[config.mk]
export PLATFORM = sky130hd
export DESIGN_NAME = xclk_switch_ctrl
export DESIGN_NICKNAME = d
export VERILOG_FILES = /design/src/rtl/xcs_pkg.sv /design/src/rtl/xcs_lock.sv /design/src/rtl/xcs_select.sv /design/src/rtl/xcs_handshake.sv /design/src/rtl/xclk_switch_ctrl.sv
export SDC_FILE = /design/constraint.sdc
export NUM_CORES = 1
export LEC_CHECK = 0
export ABC_AREA = 1
export CORE_UTILIZATION = 38
export DETAILED_ROUTE_END_ITERATION = 6
export MAX_ROUTING_LAYER = met4
export PLACE_DENSITY = 0.81
export SLEW_MARGIN = 20
export SYNTH_ARGS = -nofsm -noshare
export SYNTH_HDL_FRONTEND = slang
export SYNTH_HIERARCHICAL = 1
export SYNTH_SLANG_ARGS = --single-unit
export TNS_END_PERCENT = 10
[constraint.sdc]
create_clock -name clk_i -period 2.3 [get_ports clk_i]
set_input_delay 0.345 -clock clk_i [delete_from_list [all_inputs] [get_ports clk_i]]
set_output_delay 0.345 -clock clk_i [all_outputs]
set_load 0.05 [all_outputs]
[src/rtl/xcs_pkg.sv]
// Shared encodings for the external clock switch controller.
// Assumes 4-bit multi-bit booleans with fixed true/false codes.
package xcs_pkg;
    localparam int unsigned MUBI_W = 4;
    localparam int unsigned DATA_W = 2 * MUBI_W;
    typedef logic [MUBI_W-1:0] mubi_t;
    localparam mubi_t MUBI_TRUE  = 4'h6;
    localparam mubi_t MUBI_FALSE = 4'h9;

    // Strict test for the true code; every other value counts as not true.
    function automatic logic mubi_is_true(mubi_t v);
        return v == MUBI_TRUE;
    endfunction
endpackage

[src/rtl/xcs_lock.sv]
// Write-unlock bit: resets open, closes on a write of zero, and stays closed until reset.
// Assumes clr_req_i is already qualified by the write strobe and address.
module xcs_lock (
    input  logic clk_i,
    input  logic rst_ni,
    input  logic clr_req_i,
    output logic unlocked_o
);
    // Sticky clear of the unlock bit.
    always_ff @(posedge clk_i) begin
        if (!rst_ni)        unlocked_o <= 1'b1;
        else if (clr_req_i) unlocked_o <= 1'b0;
    end
endmodule

[src/rtl/xcs_select.sv]
// Control register: a one-way multi-bit select plus a freely written speed field.
// Assumes we_i already carries the unlock qualification.
module xcs_select
    import xcs_pkg::*;
(
    input  logic  clk_i,
    input  logic  rst_ni,
    input  logic  we_i,
    input  mubi_t sel_wdata_i,
    input  mubi_t spd_wdata_i,
    output mubi_t sel_o,
    output mubi_t spd_o
);
    logic  cur_true;
    mubi_t sel_next;

    // Flip only to the opposite valid code; every other value is ignored.
    always_comb begin
        cur_true = mubi_is_true(sel_o);
        sel_next = sel_o;
        if (!cur_true && sel_wdata_i == MUBI_TRUE)      sel_next = MUBI_TRUE;
        else if (cur_true && sel_wdata_i == MUBI_FALSE) sel_next = MUBI_FALSE;
    end

    // Register both fields on an accepted write.
    always_ff @(posedge clk_i) begin
        if (!rst_ni) begin
            sel_o <= MUBI_FALSE;
            spd_o <= MUBI_FALSE;
        end else if (we_i) begin
            sel_o <= sel_next;
            spd_o <= spd_wdata_i;
        end
    end
endmodule

[src/rtl/xcs_handshake.sv]
// Request/acknowledge tracking toward the clock mux and the divider speed hint.
// Assumes the mux acknowledge is already synchronous to clk_i.
module xcs_handshake
    import xcs_pkg::*;
(
    input  logic  clk_i,
    input  logic  rst_ni,
    input  logic  sel_true_i,
    input  logic  spd_true_i,
    input  logic  dbg_en_i,
    input  logic  mux_ack_i,
    output logic  req_o,
    output logic  low_speed_o,
    output mubi_t status_o
);
    logic done_q;

    // Request is the select gated by debug enable, registered once.
    always_ff @(posedge clk_i) begin
        if (!rst_ni) req_o <= 1'b0;
        else         req_o <= sel_true_i && dbg_en_i;
    end

    // Completion sets on request+ack and clears only when both have dropped.
    always_ff @(posedge clk_i) begin
        if (!rst_ni)                       done_q <= 1'b0;
        else if (req_o && mux_ack_i)       done_q <= 1'b1;
        else if (!req_o && !mux_ack_i)     done_q <= 1'b0;
    end

    // Encode outputs.
    always_comb begin
        low_speed_o = req_o && !spd_true_i;
        status_o    = done_q ? MUBI_TRUE : MUBI_FALSE;
    end
endmodule

[src/rtl/xclk_switch_ctrl.sv]
// Top of the external clock switch controller: write decode, lock, control register, handshake.
// Assumes a single-cycle write strobe; address 0 is the unlock bit, address 1 the control register.
module xclk_switch_ctrl
    import xcs_pkg::*;
(
    input  logic              clk_i,
    input  logic              rst_ni,
    input  logic              wr_valid_i,
    input  logic              wr_addr_i,
    input  logic [DATA_W-1:0] wr_data_i,
    input  logic              dbg_en_i,
    input  logic              mux_ack_i,
    output logic              switch_req_o,
    output logic              low_speed_o,
    output logic [MUBI_W-1:0] status_o,
    output logic [MUBI_W-1:0] sel_o,
    output logic [MUBI_W-1:0] speed_o,
    output logic              ctrl_unlocked_o
);
    logic lock_clr, ctrl_we;

    // Address decode for the two registers.
    always_comb begin
        lock_clr = wr_valid_i && !wr_addr_i && !wr_data_i[0];
        ctrl_we  = wr_valid_i && wr_addr_i && ctrl_unlocked_o;
    end

    xcs_lock i_lock (
        .clk_i      (clk_i),
        .rst_ni     (rst_ni),
        .clr_req_i  (lock_clr),
        .unlocked_o (ctrl_unlocked_o)
    );

    xcs_select i_sel (
        .clk_i       (clk_i),
        .rst_ni      (rst_ni),
        .we_i        (ctrl_we),
        .sel_wdata_i (wr_data_i[MUBI_W-1:0]),
        .spd_wdata_i (wr_data_i[DATA_W-1:MUBI_W]),
        .sel_o       (sel_o),
        .spd_o       (speed_o)
    );

    xcs_handshake i_hs (
        .clk_i       (clk_i),
        .rst_ni      (rst_ni),
        .sel_true_i  (mubi_is_true(sel_o)),
        .spd_true_i  (mubi_is_true(speed_o)),
        .dbg_en_i    (dbg_en_i),
        .mux_ack_i   (mux_ack_i),
        .req_o       (switch_req_o),
        .low_speed_o (low_speed_o),
        .status_o    (status_o)
    );
endmodule

==> results of run 1 <==
## cell families after synthesis
group / count (synthesis) / share of synthesized area
AND/OR/NAND/NOR: 45 / 0.407
buffers and inverters: 18 / 0.174
flip-flops: 9 / 0.364
AO/OA/AOI/OAI: 3 / 0.0303
adder cells (fa/ha/maj): 1 / 0.0252
## flip-flops by register name, summed over array words and instances (netlist names)
name               count
i_lock/unlocked_o      1
i_hs/done_q            1
i_sel/sel_o            2
i_hs/req_o             1
i_sel/spd_o            4
## power breakdown
| group | switching, µW | internal [µW] | total, µW | leakage (µW) |
|---|---|---|---|---|
| Combinational | 60.5 | 44.1 | 105 | 0.000294 |
| Sequential | 5.70 | 163 | 169 | 0.0000738 |
| Clock | 55.4 | 64.0 | 119 | 0.0000177 |
| Total | 122 | 271 | 393 | 0.000385 |
## area by class of cell
| cell class | instances | area share |
|---|---|---|
| Sequential cell | 9 | 0.230 |
| Timing Repair Buffer | 28 | 0.358 |
| Clock buffer | 3 | 0.0288 |
| Clock inverter | 1 | 0.00639 |
| Inverter | 13 | 0.0623 |
| Tap cell | 14 | 0.0224 |
| Multi-Input combinational cell | 49 | 0.292 |
## through the flow
stage / utilization / total power [µW] / setup WS (ns) / instance area (µm²)
after detailed placement: 0.654 / 277 / 0.559 / 756
after CTS: 0.677 / 398 / 0.271 / 783
after global routing: 0.677 / 416 / 0.218 / 783
after global placement: 0.654 / 275 / 0.575 / 756
final: 0.677 / 393 / 0.280 / 783
after floorplan: - / 233 / 0.474 / 495
## how the worst min path moves through the flow
| stage | from | endpoint | slack (ns) | cells after the start |
|---|---|---|---|---|
| final | i_lock/unlocked_o | i_lock/unlocked_o | 0.46 | 2 |
| after global routing | i_lock/unlocked_o | i_lock/unlocked_o | 0.50 | 2 |
| after CTS | i_lock/unlocked_o | i_lock/unlocked_o | 0.46 | 2 |
| after detailed placement | i_lock/unlocked_o | i_lock/unlocked_o | 0.45 | 2 |
| after global placement | i_lock/unlocked_o | i_lock/unlocked_o | 0.45 | 2 |
| after floorplan | rst_ni | i_lock/unlocked_o | 0.41 | 1 |
## worst max-delay path, cell delays in order, from the launching register on
cell	delay [ns]
dfxtp_1	0.36
inv_1	0.05
nand2_1	0.08
nor2_2	0.03
nor2_1	0.08
clkdlybuf4s50_1	0.80
## routing by layer
metal | GRT usage | part of all wire
met3 | 0.0349 | 0.059
met2 | 0.288 | 0.49
met4 | 0.107 | 0.0048
met5 | - | 0
met1 | 0.191 | 0.45
## cell usage after synthesis
library cell	count
o21ai_0	2
ha_1	1
buf_4	5
nor2_1	12
nand2_1	19
nand2_2	3
inv_1	11
and3_1	1
nand3_1	5
inv_2	2
a21oi_1	1
nand3_2	1
dfxtp_1	9
nor2_2	4
==> results.json, run 1 <==
{
  "grt-ovfl-total": 0,
  "drv_cap": 0,
  "grt_antenna_before_repair": 0,
  "grt.total_usage": 0.174,
  "die_area_um2": 1450,
  "placed_cells": 113,
  "grt_pass1_wl_um": 1700,
  "floorplan.initialDensity": 0.429,
  "worstPathArrival_ns": 1.68,
  "hpwlAfterDp_um": 773,
  "worstMarginPinSlew_ns": 0.504,
  "min_period_over_period": 0.878,
  "multiInputGateArea_um2": 229,
  "criticalPathCategory": "flop to primary output",
  "setup.worst_path.start": "i_sel/spd_o[3]",
  "final_max_slew_viol_count": 0,
  "finalWirelength_um": 1040,
  "max_clock_freq_mhz": 495,
  "area_delta_synth_final_pct": 58.1,
  "critical_path_end_type": "primary output",
  "yosysTopAreaCell": "dfxtp_1",
  "setup.worst_path.start_class": "flop",
  "routabilityCongestion": 0.744,
  "crit_path_max_fanout": 3,
  "hp-class": "flop to flop",
  "worst-endpoint-required_ns": 1.96,
  "r2r-end": "i_sel/spd_o[2]",
  "remaining_drc_errors": 0,
  "rrSetupSlack_ns": 1.05,
  "depth_of_the_worst_register_to_register_path": 5,
  "sequential_area_share_after_synthesis": 0.364,
  "cts_made_buffers": 3,
  "grt_max_degree": 10,
  "wl_per_cell_um": 8.88,
  "core_region_area_um2": 1160,
  "grt_pass1_vias": 445,
  "finalSetupTns_ns": 0,
  "endpoint": "low_speed_o",
  "antenna_diode_count": 0,
  "routed_via_density": 4.58,
  "final_nets": 119,
  "fill_cells": 113,
  "insertion_delay_to_the_later_sink_of_the_worst_skew_pair_ns": 0.26,
  "initialDrtViolationCount": 15,
  "std_cell_rows": 12,
  "vias": 536,
  "powerDensity_nw_per_um2": 502,
  "post_synth_instance_area_um2": 495,
  "grt_setup_unrepaired": "false",
  "cts-root-buf": "clkbuf_4",
  "cts.sink_count": 9,
  "final_antenna_net_count": 0,
  "instances_no_fill": 117,
  "port_buffers": 28,
  "yosys_warnings": 6,
  "yosys-top-cells-area": "dfxtp_1 36%, nand2_1 14%, nor2_1 9.1%",
  "postSynthAreaPerCell_um2": 6.52,
  "ctsHoldBuffers": 0,
  "yosysTopAreaCellShare": 0.364,
  "ctsResizeCount": 0,
  "layout.area.seq_um2": 180,
  "drive_gt1_frac": 0.136,
  "cts.path.max_buffers": 2,
  "finalHoldViolations": 0,
  "p_leak_uw": 0.000385,
  "mostFrequentLayoutCell": "clkdlybuf4s50_1",
  "yosys_register_bits": 9,
  "r2r_start": "i_lock/unlocked_o",
  "final-setup-viol-count": 0,
  "clock_tree_from_tritoncts": "done",
  "detail_route.first_pass.iterations": 4,
  "post-cts-setup-buffers": 0,
  "fin_crit_ns": 2.02,
  "chipWidth_um": 38.1,
  "syn_inst": 76,
  "post_synth_num_cell_types": 14,
  "htreeDepth": 1,
  "holdWs_ns": 0.462,
  "run_status": "finished, final reports clean",
  "timing.clock.skew_ns": 0.00568,
  "io_pins": 29,
  "relSlewSlack": 0.663,
  "cts.clk_slew.worst_paths_ns": 0.07,
  "layout.cells.most_common_list": "28 x clkdlybuf4s50_1, 19 x nand2_1, 12 x nor2_1",
  "worst_ir_drop_vdd_v": 0.000324,
  "die-height_um": 38.1,
  "net_count_after_synthesis": 91
}
No activity file was read; power rests on OpenSTA's default activity.
==> run 2: changes to the inputs <==
--- a/config.mk
+++ b/config.mk
@@ -6,6 +6,7 @@
 export NUM_CORES = 1
 export LEC_CHECK = 0
 export ABC_AREA = 1
+export ABC_CLOCK_PERIOD_IN_PS = 2300
 export CORE_UTILIZATION = 38
 export DETAILED_ROUTE_END_ITERATION = 6
 export MAX_ROUTING_LAYER = met4
==> results of run 2 <==
The final DEF is identical to that of run 1; final timing and power are the same.
